**config.mk**
```make
export PLATFORM = sky130hd
export DESIGN_NAME = aps_persist_mon
export DESIGN_NICKNAME = d
export VERILOG_FILES = /design/src/rtl/aps_mon_pkg.sv /design/src/rtl/aps_run_tracker.sv /design/src/rtl/aps_incons_ctr.sv /design/src/rtl/aps_sticky_flag.sv /design/src/rtl/aps_persist_mon.sv
export SDC_FILE = /design/constraint.sdc
export NUM_CORES = 1
export LEC_CHECK = 0
export BUFFER_PORTS_ARGS = -buffer_cell sky130_fd_sc_hd__buf_4
export CAP_MARGIN = 20
export CELL_PAD_IN_SITES_DETAIL_PLACEMENT = 1
export CELL_PAD_IN_SITES_GLOBAL_PLACEMENT = 1
export CORE_ASPECT_RATIO = 0.6
export CORE_MARGIN = 4
export CORE_UTILIZATION = 45
export CTS_CLUSTER_DIAMETER = 60
export DETAILED_ROUTE_END_ITERATION = 10
export GPL_TIMING_DRIVEN = 0
export HOLD_SLACK_MARGIN = 0.03
export PLACE_DENSITY_LB_ADDON = 0.1
export SYNTH_ARGS = -nofsm -noshare
export SYNTH_HDL_FRONTEND = slang
export SYNTH_SLANG_ARGS = --single-unit
export TNS_END_PERCENT = 100
```
**constraint.sdc**
```tcl
create_clock -name clk_i -period 5.4 [get_ports clk_i]
set_input_delay 0 -clock clk_i [delete_from_list [all_inputs] [get_ports clk_i]]
set_output_delay 0 -clock clk_i [all_outputs]
set_load 0.01 [all_outputs]
```
**src/rtl/aps_mon_pkg.sv**
```systemverilog
package aps_mon_pkg;
   localparam int FLAG_DELTA = 0;
   localparam int FLAG_EVENT = 1;
   localparam int NUM_FLAGS  = 2;
   localparam int DEF_INCONS_THR = 12;
endpackage

```
**src/rtl/aps_run_tracker.sv**
```systemverilog
module aps_run_tracker #(
   parameter int VAL_W = 13,
   parameter int THR_W = 4
) (
   input  logic             clk_i,
   input  logic             rst_ni,
   input  logic             stb_i,
   input  logic             oof_i,
   input  logic [VAL_W-1:0] sample_i,
   input  logic [THR_W-1:0] thr_i,
   output logic             qualify_o
);
   localparam logic [THR_W-1:0] RUN_MAX = '1;
   localparam logic [THR_W-1:0] ONE     = THR_W'(1);

   logic [VAL_W-1:0] prev_q;
   logic [THR_W-1:0] run_q, run_n, thr_eff;
   logic             take;

   assign take    = stb_i && !oof_i;
   assign thr_eff = (thr_i == '0) ? ONE : thr_i;

   always_comb begin
      run_n = run_q;
      if (take) begin
         if (run_q != '0 && sample_i == prev_q)
            run_n = (run_q == RUN_MAX) ? run_q : run_q + ONE;
         else
            run_n = ONE;
      end
   end

   assign qualify_o = take && (run_n >= thr_eff);

   always_ff @(posedge clk_i or negedge rst_ni) begin
      if (!rst_ni) begin
         run_q  <= '0;
         prev_q <= '0;
      end else if (oof_i) begin
         run_q  <= '0;
      end else if (stb_i) begin
         run_q  <= run_n;
         prev_q <= sample_i;
      end
   end

   // out-of-frame empties the run
   a_r5_oof_clears_run: assert property (@(posedge clk_i) disable iff (!rst_ni)
      oof_i |=> (run_q == '0));
   // any accepted strobe leaves a run of at least one
   a_r2_run_nonzero: assert property (@(posedge clk_i) disable iff (!rst_ni)
      (stb_i && !oof_i) |=> (run_q != '0));
endmodule

```
**src/rtl/aps_incons_ctr.sv**
```systemverilog
module aps_incons_ctr #(
   parameter int THR_W = 4
) (
   input  logic             clk_i,
   input  logic             rst_ni,
   input  logic             stb_i,
   input  logic             oof_i,
   input  logic             b1_err_i,
   input  logic             qualify_i,
   input  logic [THR_W-1:0] thr_i,
   output logic             event_o
);
   localparam logic [THR_W-1:0] ONE = THR_W'(1);

   logic [THR_W-1:0] cnt_q, cnt_inc, thr_eff;
   logic             clear, count;

   assign thr_eff = (thr_i == '0) ? ONE : thr_i;
   assign cnt_inc = cnt_q + ONE;
   assign clear   = oof_i || b1_err_i;
   assign count   = stb_i && !clear && !qualify_i;
   assign event_o = count && (cnt_inc >= thr_eff);

   always_ff @(posedge clk_i or negedge rst_ni) begin
      if (!rst_ni)
         cnt_q <= '0;
      else if (clear)
         cnt_q <= '0;
      else if (stb_i) begin
         if (qualify_i || event_o)
            cnt_q <= '0;
         else
            cnt_q <= cnt_inc;
      end
   end

   // B1 errors and out-of-frame zero the count
   a_r6_clear_zeroes: assert property (@(posedge clk_i) disable iff (!rst_ni)
      clear |=> (cnt_q == '0));
   // an accepted frame restarts the count
   a_r4_qualify_restarts: assert property (@(posedge clk_i) disable iff (!rst_ni)
      (stb_i && qualify_i) |=> (cnt_q == '0));
endmodule

```
**src/rtl/aps_sticky_flag.sv**
```systemverilog
module aps_sticky_flag (
   input  logic clk_i,
   input  logic rst_ni,
   input  logic set_i,
   input  logic clr_i,
   input  logic mask_i,
   output logic flag_o,
   output logic irq_o
);
   always_ff @(posedge clk_i or negedge rst_ni) begin
      if (!rst_ni)
         flag_o <= 1'b0;
      else
         flag_o <= set_i || (flag_o && !clr_i);
   end

   assign irq_o = flag_o && !mask_i;

   // a flag persists until cleared
   a_r7_flag_holds: assert property (@(posedge clk_i) disable iff (!rst_ni)
      (flag_o && !clr_i) |=> flag_o);
   // set wins over clear
   a_r7_set_wins: assert property (@(posedge clk_i) disable iff (!rst_ni)
      set_i |=> flag_o);
   // clear without set drops the flag
   a_r7_clear_drops: assert property (@(posedge clk_i) disable iff (!rst_ni)
      (clr_i && !set_i) |=> !flag_o);
endmodule

```
**src/rtl/aps_persist_mon.sv**
```systemverilog
module aps_persist_mon
   import aps_mon_pkg::*;
#(
   parameter int K_W     = 8,
   parameter int K2_KEEP = 5,
   parameter int THR_W   = 4
) (
   input  logic                      clk_i,
   input  logic                      rst_ni,
   input  logic                      frame_stb_i,
   input  logic [K_W-1:0]            k1_i,
   input  logic [K_W-1:0]            k2_i,
   input  logic                      oof_i,
   input  logic                      b1_err_i,
   input  logic [THR_W-1:0]          persist_thr_i,
   input  logic [THR_W-1:0]          incons_thr_i,
   input  logic                      delta_clr_i,
   input  logic                      event_clr_i,
   input  logic                      delta_mask_i,
   input  logic                      event_mask_i,
   input  logic                      aps_mask_i,
   output logic [K_W+K2_KEEP-1:0]    aps_val_o,
   output logic                      delta_o,
   output logic                      event_o,
   output logic                      delta_irq_o,
   output logic                      event_irq_o,
   output logic                      aps_irq_o
);
   localparam int VAL_W = K_W + K2_KEEP;

   generate
      if (K_W < 1)               begin : g_bad_kw  $error("K_W must be positive"); end
      if (K2_KEEP < 1 || K2_KEEP > K_W) begin : g_bad_keep $error("K2_KEEP out of range"); end
      if (THR_W < 1 || THR_W > 16) begin : g_bad_thr $error("THR_W out of range"); end
      if (DEF_INCONS_THR >= (1 << THR_W)) begin : g_bad_def $error("THR_W too narrow for default"); end
   endgenerate

   logic [VAL_W-1:0]     sample, acc_q;
   logic                 qualify, incons_evt, val_chg;
   logic [NUM_FLAGS-1:0] flg_set, flg_clr, flg_mask, flg_q, flg_irq;

   assign sample = {k1_i, k2_i[K_W-1 -: K2_KEEP]};

   aps_run_tracker #(.VAL_W(VAL_W), .THR_W(THR_W)) run_i (
      .clk_i     (clk_i),
      .rst_ni    (rst_ni),
      .stb_i     (frame_stb_i),
      .oof_i     (oof_i),
      .sample_i  (sample),
      .thr_i     (persist_thr_i),
      .qualify_o (qualify)
   );

   aps_incons_ctr #(.THR_W(THR_W)) inc_i (
      .clk_i     (clk_i),
      .rst_ni    (rst_ni),
      .stb_i     (frame_stb_i),
      .oof_i     (oof_i),
      .b1_err_i  (b1_err_i),
      .qualify_i (qualify),
      .thr_i     (incons_thr_i),
      .event_o   (incons_evt)
   );

   assign val_chg = qualify && (sample != acc_q);

   always_ff @(posedge clk_i or negedge rst_ni) begin
      if (!rst_ni)
         acc_q <= '0;
      else if (qualify)
         acc_q <= sample;
   end

   assign flg_set[FLAG_DELTA]  = val_chg;
   assign flg_set[FLAG_EVENT]  = incons_evt;
   assign flg_clr[FLAG_DELTA]  = delta_clr_i;
   assign flg_clr[FLAG_EVENT]  = event_clr_i;
   assign flg_mask[FLAG_DELTA] = delta_mask_i;
   assign flg_mask[FLAG_EVENT] = event_mask_i;

   generate
      for (genvar f = 0; f < NUM_FLAGS; f++) begin : g_flag
         aps_sticky_flag flag_i (
            .clk_i  (clk_i),
            .rst_ni (rst_ni),
            .set_i  (flg_set[f]),
            .clr_i  (flg_clr[f]),
            .mask_i (flg_mask[f]),
            .flag_o (flg_q[f]),
            .irq_o  (flg_irq[f])
         );
      end
   endgenerate

   assign aps_val_o   = acc_q;
   assign delta_o     = flg_q[FLAG_DELTA];
   assign event_o     = flg_q[FLAG_EVENT];
   assign delta_irq_o = flg_irq[FLAG_DELTA];
   assign event_irq_o = flg_irq[FLAG_EVENT];
   assign aps_irq_o   = flg_q[FLAG_DELTA] && !aps_mask_i;

   // the accepted value only moves on a strobe outside out-of-frame
   a_r3_val_stable: assert property (@(posedge clk_i) disable iff (!rst_ni)
      (!frame_stb_i || oof_i) |=> $stable(aps_val_o));
   // a change in the accepted value is always flagged
   a_r3_change_flagged: assert property (@(posedge clk_i) disable iff (!rst_ni)
      !$stable(aps_val_o) |-> delta_o);
   // masked interrupts stay low
   a_r8_delta_masked: assert property (@(posedge clk_i) disable iff (!rst_ni)
      delta_mask_i |-> !delta_irq_o);
   a_r8_aps_masked: assert property (@(posedge clk_i) disable iff (!rst_ni)
      aps_mask_i |-> !aps_irq_o);
endmodule

```
==> out/metrics.cfg, run 1 <==
[cts]
clk_latency_ns=0.29
post_cts.resized_instances=0
postCtsSetupRepairBufs=0
clock_path_buffers=2
cts.root.buffer_cell=clkbuf_8
ctsHtreeMaxLevel=2
tritoncts=done
clock_pin_transition_on_the_worst_setup_and_hold_timing_paths_ns=0.08
cts.sink_count=36
tritoncts.num_buffers=5

[routing]
num_vias=1666
number_of_drc_markers_in_iteration_0=37
route.antenna.remaining_nets=0
detail_route.wl_per_cell_um=18.3
drt_drc_violations_left=0
vias_per_cell=5.26
drt_pre_antenna_iters=4
totalWireLength_um=5810

[final_layout]
layout.nets=298
antennaDiodeCount=0
final_core_utilization_pct=61.4
drive_above_1_share_pct=35.8
area.growth.synth_to_final_pct=31.3

[setup_path]
critical_path.reg2reg.startpoint=run_i.run_q[0]
timing.setup.critical_path_class=reg -> reg
worst_r2r_path_depth=15
worstSetupStartpoint=run_i.run_q[0]
critical_path.max_fanout=10
cp-start-kind=register
worstPathArrival_ns=3.75
worst_ep_required_time_ns=5.57
timing.reg2reg.setup_slack_ns=1.82
critPathCaptureType=register

[global_route]
grt_pass1_vias=1883
grt_overflow=0
grt_max_degree=37
grt.total_usage_pct=20.6
number_of_antenna_violations_at_the_first_check_in_global_routing=0
grt_first_pass_wirelength_um=9540

[floorplanning]
fp.dieW_um=97.1
floorplan.die_area_sq_mm=0.00597
initial_utilization_pct=46.7
die_y_um=61.5
floorplan.core_area_sq_mm=0.00459
ios=52
floorplan.rows=19

[yosys]
share_of_async_settable_or_async_resettable_flops_after_synthesis_pct=100
synth-seq-cells=36
yosys.area.top_type=dfrtp_1
post_synth.cell_area_avg_sq_um=11.6
ys_warn_count=0
flip_flop_cell_with_the_highest_count_after_synthesis=dfrtp_1
synthesis.nets=229
synth.distinct_cells=39
synth_top_area_share_pct=42.0
count_of_flip_flops_with_a_built_in_enable_after_synthesis=0
dominant_cells_by_area_after_synthesis=dfrtp_1 42%, mux2_2 9.5%, xor2_1 8.2%
synth_seq_area_share_pct=42.0
synth_cells=184
syn-cell-area_sq_mm=0.00214

[power]
power.share.combinational_pct=28.4
power.net_switching_uw=224
vdd.ir_drop.worst_mv=0.157
part_of_the_power_in_the_clock_network_pct=25.9
intPower_uw=544
leakagePower_uw=0.00133
sw_frac_of_total_pct=29.2
power.density_cell_area_mw_per_mm2=273
seq_power_share_pct=45.7

[sta]
setup_viol=0
grt_setup_unrepaired=no
worst_clock_skew_ns=0.00703
max_clock_freq_ghz=0.279
drv_slew=0
worst_slew_pin_tran_ns=0.520
layout_worst_path_cycle_share_pct=66.3
fin_crit_ns=3.58
timing.max_slew.rel_slack_pct=65.4
final.setup.tns_ns=0
hold_violations_final=0

[worst_hold_path]
timing.hold.worst.start=delta_clr_i
whs_path_depth=3
hold_path.class=in -> reg

[placed_design]
finalWeightedCongestion=0.772
place.detailed.hpwl_um=4200
port_buffers=47

[job]
max_cap_viol_count=0

[run_status]
run_status=complete, no violations

synthesized netlist by cell type, drive strengths merged (2+ instances only):
master / n
dfrtp: 36
mux2: 27
xor2: 20
inv: 12
ha: 11
a21oi: 10
xnor2: 7
nand2b: 5
nor4: 5
o21ai: 5
a22o: 4
buf: 4
nand2: 4
nand4: 4
nor2b: 4
nand3: 3
a2111oi: 2
a211oi: 2
a21boi: 2
a31o: 2
clkbuf: 2
nor2: 2
nor3: 2
placed cells by master, fill, tap and decap left out, types with 2 or more instances in the layout:
cell type	count
clkbuf_1	4
o21ai_0	5
nor4_1	5
a211oi_1	2
nand4_1	4
nor3_1	2
nor2b_1	4
mux2_4	9
a31o_2	2
dlygate4sd3_1	15
clkbuf_8	6
xnor2_1	7
ha_1	11
mux2_2	18
a21oi_1	9
dfrtp_1	36
nand3_1	3
xor2_1	20
nor2_1	2
buf_4	47
a21boi_0	2
buf_2	2
nand2_1	4
nand2b_1	4
inv_1	12
a22o_1	3
registers in the layout (all words and copies together), names as in the netlist:
register,cells
inc_i.cnt_q,4
g_flag.flag_i.flag_o,2
run_i.run_q,4
run_i.prev_q,13
aps_val_o,13
stage by stage:
step	power [uW]	hold slack, ns	cell area, sq um	worst slack, ns	cells
2_1_floorplan	462	-0.296	2140	2.45	184
3_3_place_gp	549	-0.0195	2570	2.10	294
3_5_place_dp	563	-0.0109	2570	2.00	294
4_1_cts	773	0.0311	2820	1.81	317
5_1_grt	809	0.0398	2820	1.70	317
6_report	768	0.0400	2820	1.82	317
worst paths after layout:
path	end
hold / removal	g_flag[0].flag_i.flag_o
setup / recovery	aps_val_o[7]
setup reg to reg	aps_val_o[7]
min in group asynchronous	aps_val_o[6]
max in group asynchronous	aps_val_o[2]
hold reg to reg	inc_i.cnt_q[3]
layer usage:
layer	vias to the layer above	track usage [%]	part of all wire, %	wire length [um]
li1	791	-	-	-
met4	0	4.80	1.0	60
met5	-	0	0	0
met1	828	25.6	44	2590
met2	39	37.3	50	2930
met3	8	5.09	4.0	235
cell type report:
type                    count  area (sq um)
fillers                   482          1770
inverters                  12          45.0
clock buffers               8          90.1
flip-flops and latches     36           901
well taps                  63          78.8
multi-input cells         130          1150
plain buffers               6          48.8
repair buffers             62           503
power groups by stage:
stage / clock network, uW / registers, uW / logic, uW
after global placement: 0 / 349 / 200
after global routing: 216 / 357 / 236
after CTS: 201 / 351 / 220
after floorplan: 0 / 359 / 103
after detailed placement: 0 / 355 / 208
final: 199 / 351 / 218
repair_timing:
| action | in CTS | in global routing |
|---|---|---|
| endpoints found under the setup margin | 0 | 0 |
| endpoints found under the hold margin | 65 | 0 |
| hold buffers | 15 | 0 |
critical path, cell delays in order, from the launching register on:
cell	delay (ns)
dfrtp_1	0.48
inv_1	0.10
ha_1	0.23
a21oi_1	0.18
and4_1	0.20
buf_2	0.19
a21boi_0	0.13
o21ai_0	0.28
ha_1	0.30
nand2b_4	0.15
a2111oi_4	0.36
a21oi_2	0.10
and2_4	0.18
buf_6	0.13
buf_12	0.15
mux2_4	0.30
kinds of logic (layout without fill, tap and decap cells):
group	Yosys count	after routing	share of synthesized area, %
AOI/OAI and AO/OA	30	30	10.4
xor gates and xnor gates	27	27	11.0
adders and majority gates	11	11	6.42
buffers and inverters	18	88	4.38
DFF	36	36	42.0
muxes	27	27	15.8
and+or+nand+nor	35	35	9.98
Note: power is estimated with default switching activity, not from simulation.
==> run 2: changes to the inputs <==
--- a/config.mk
+++ b/config.mk
@@ -11,7 +11,7 @@
 export CELL_PAD_IN_SITES_GLOBAL_PLACEMENT = 1
 export CORE_ASPECT_RATIO = 0.6
 export CORE_MARGIN = 4
-export CORE_UTILIZATION = 45
+export CORE_UTILIZATION = 42
 export CTS_CLUSTER_DIAMETER = 60
 export DETAILED_ROUTE_END_ITERATION = 10
 export GPL_TIMING_DRIVEN = 0
==> constraint.sdc (replaced) <==
create_clock -name clk_i -period 3.7 [get_ports clk_i]
set_input_delay 0 -clock clk_i [delete_from_list [all_inputs] [get_ports clk_i]]
set_output_delay 0 -clock clk_i [all_outputs]
set_load 0.01 [all_outputs]
==> run 2 against run 1 <==
Effect of this change:
- clock skew down 0.0019 ns
- flip-flop and latch count unchanged
- total power up 53%
- global-route usage down 1.0 points
- sequential share of layout area down 0.42 points
- register-to-register slack worse by 1.5 ns
- critical path depth unchanged
- die area up 6.4%
- sequential power up 46%
- hold slack better by 0.078 ns
- critical endpoint is now aps_val_o[6]
- final cell count up 0.63%
==> out/metrics.cfg, run 2 (synthesis results as in run 1) <==
[run_status]
run_status=complete, no violations

[final_layout]
final_core_utilization_pct=60.0
layout.nets=300
drive_above_1_share_pct=35.9
layout_common_cells=47 x buf_4, 36 x dfrtp_1, 20 x xor2_1, 18 x mux2_2, 17 x dlygate4sd3_1
antennaDiodeCount=0
area.growth.synth_to_final_pct=33.1
leading_cell_type_in_the_layout_fill_and_taps_excluded=buf_4

[cts]
tritoncts=done
post_cts.resized_instances=0
cts.sink_count=36
cts.root.buffer_cell=clkbuf_8
tritoncts.num_buffers=5
clock_path_buffers=2
postCtsSetupRepairBufs=0
clock_pin_transition_on_the_worst_setup_and_hold_timing_paths_ns=0.08
ctsHtreeMaxLevel=2
clk_latency_ns=0.28

[floorplanning]
floorplan.die_area_sq_mm=0.00635
die_y_um=63.3
ios=52
fp.dieW_um=100
floorplan.core_area_sq_mm=0.00475
initial_utilization_pct=45.1
floorplan.rows=19

[job]
max_cap_viol_count=0

[sta]
setup_viol=0
hold_violations_final=0
timing.max_slew.rel_slack_pct=62.0
max_clock_freq_ghz=0.294
worst_clock_skew_ns=0.00513
fin_crit_ns=3.40
layout_worst_path_cycle_share_pct=91.9
final.setup.tns_ns=0
worst_slew_pin_tran_ns=0.565
drv_slew=0
grt_setup_unrepaired=no

[routing]
number_of_drc_markers_in_iteration_0=63
drt_drc_violations_left=0
route.antenna.remaining_nets=0
totalWireLength_um=5750
drt_pre_antenna_iters=4
num_vias=1666
vias_per_cell=5.22
detail_route.wl_per_cell_um=18.0

[setup_path]
worstPathArrival_ns=3.57
critPathCaptureType=register
timing.setup.critical_path_class=reg -> reg
critical_path.max_fanout=10
cp-start-kind=register
worst_ep_required_time_ns=3.87

[power]
power.density_cell_area_mw_per_mm2=411
vdd.ir_drop.worst_mv=0.282
leakagePower_uw=0.00135

[global_route]
grt_first_pass_wirelength_um=9610
number_of_antenna_violations_at_the_first_check_in_global_routing=0
grt_pass1_vias=1883
grt_max_degree=37
grt_overflow=0
grt.total_usage_pct=19.5

[worst_hold_path]
hold_path.class=in -> reg

[placed_design]
place.detailed.hpwl_um=4280
port_buffers=47
finalWeightedCongestion=0.767

## run 2: changes by cell type in the layout (fill, tap and decap cells not counted), sizes merged
cell         previous run  this run
bufinv                  0         1
dlygate4sd3            15        17
clkbuf                 10         8
clkinv                  0         1
## run 2: worst paths after layout
path,startpoint,endpoint,slack (ns),cells after the start
min in group asynchronous,rst_ni,aps_val_o[10],0.21,2
worst min-delay path,b1_err_i,inc_i.cnt_q[2],0.12,3
worst max-delay path,run_i.run_q[0],aps_val_o[6],0.30,15
worst min register to register,run_i.prev_q[3],run_i.prev_q[3],0.53,1
max in group asynchronous,rst_ni,aps_val_o[7],3.16,2
worst max register to register,run_i.run_q[0],aps_val_o[6],0.30,15
## run 2: timing repair
action / CTS / global route
hold buffers: 17 / 0
setup endpoints to repair: 0 / 0
hold endpoints to repair: 67 / 0
## run 2: worst max-delay path: stages, from the launching register on
cell and delay (ns):
dfrtp_1 0.46, inv_1 0.08, ha_1 0.22, a21oi_1 0.12
and4_1 0.20, buf_2 0.19, a21boi_0 0.12, o21ai_0 0.22
ha_1 0.26, nand2b_4 0.15, a2111oi_4 0.37, a21oi_2 0.12
and2_4 0.18, buf_6 0.13, buf_12 0.15, mux2_4 0.30
## run 2: metal layers
layer / vias to the layer above / part of all wire [%] / global-route usage [%]
met2: 40 / 49 / 33.3
met3: 4 / 5.9 / 4.96
met1: 826 / 45 / 25.1
met4: 0 / 0.59 / 3.70
li1: 796 / - / -
met5: - / 0 / 0
## run 2: where the power goes
group	switching (uW)	internal (uW)	leakage, uW
Combinational	130	188	0.000844
Clock	144	200	0.0000552
Sequential	56.9	454	0.000450
## run 2: area by class of cell
cell class / instances / area, sq um
Clock inverter: 2 / 35.0
Clock buffer: 6 / 72.6
Buffer: 6 / 48.8
Sequential cell: 36 / 901
Timing Repair Buffer: 64 / 523
Fill cell: 518 / 1900
Tap cell: 63 / 78.8
Inverter: 12 / 45.0
Multi-Input combinational cell: 130 / 1150
## run 2: stage by stage
step	hold WS [ns]	setup WS (ns)	power [uW]	cells	area (sq um)
floorplan	-0.296	0.748	674	184	2140
global placement	-0.0201	0.414	801	294	2570
detailed placement	-0.0165	0.336	819	294	2570
CTS	0.101	0.292	1180	319	2850
global route	0.111	0.0736	1240	319	2850
finish	0.118	0.300	1170	319	2850
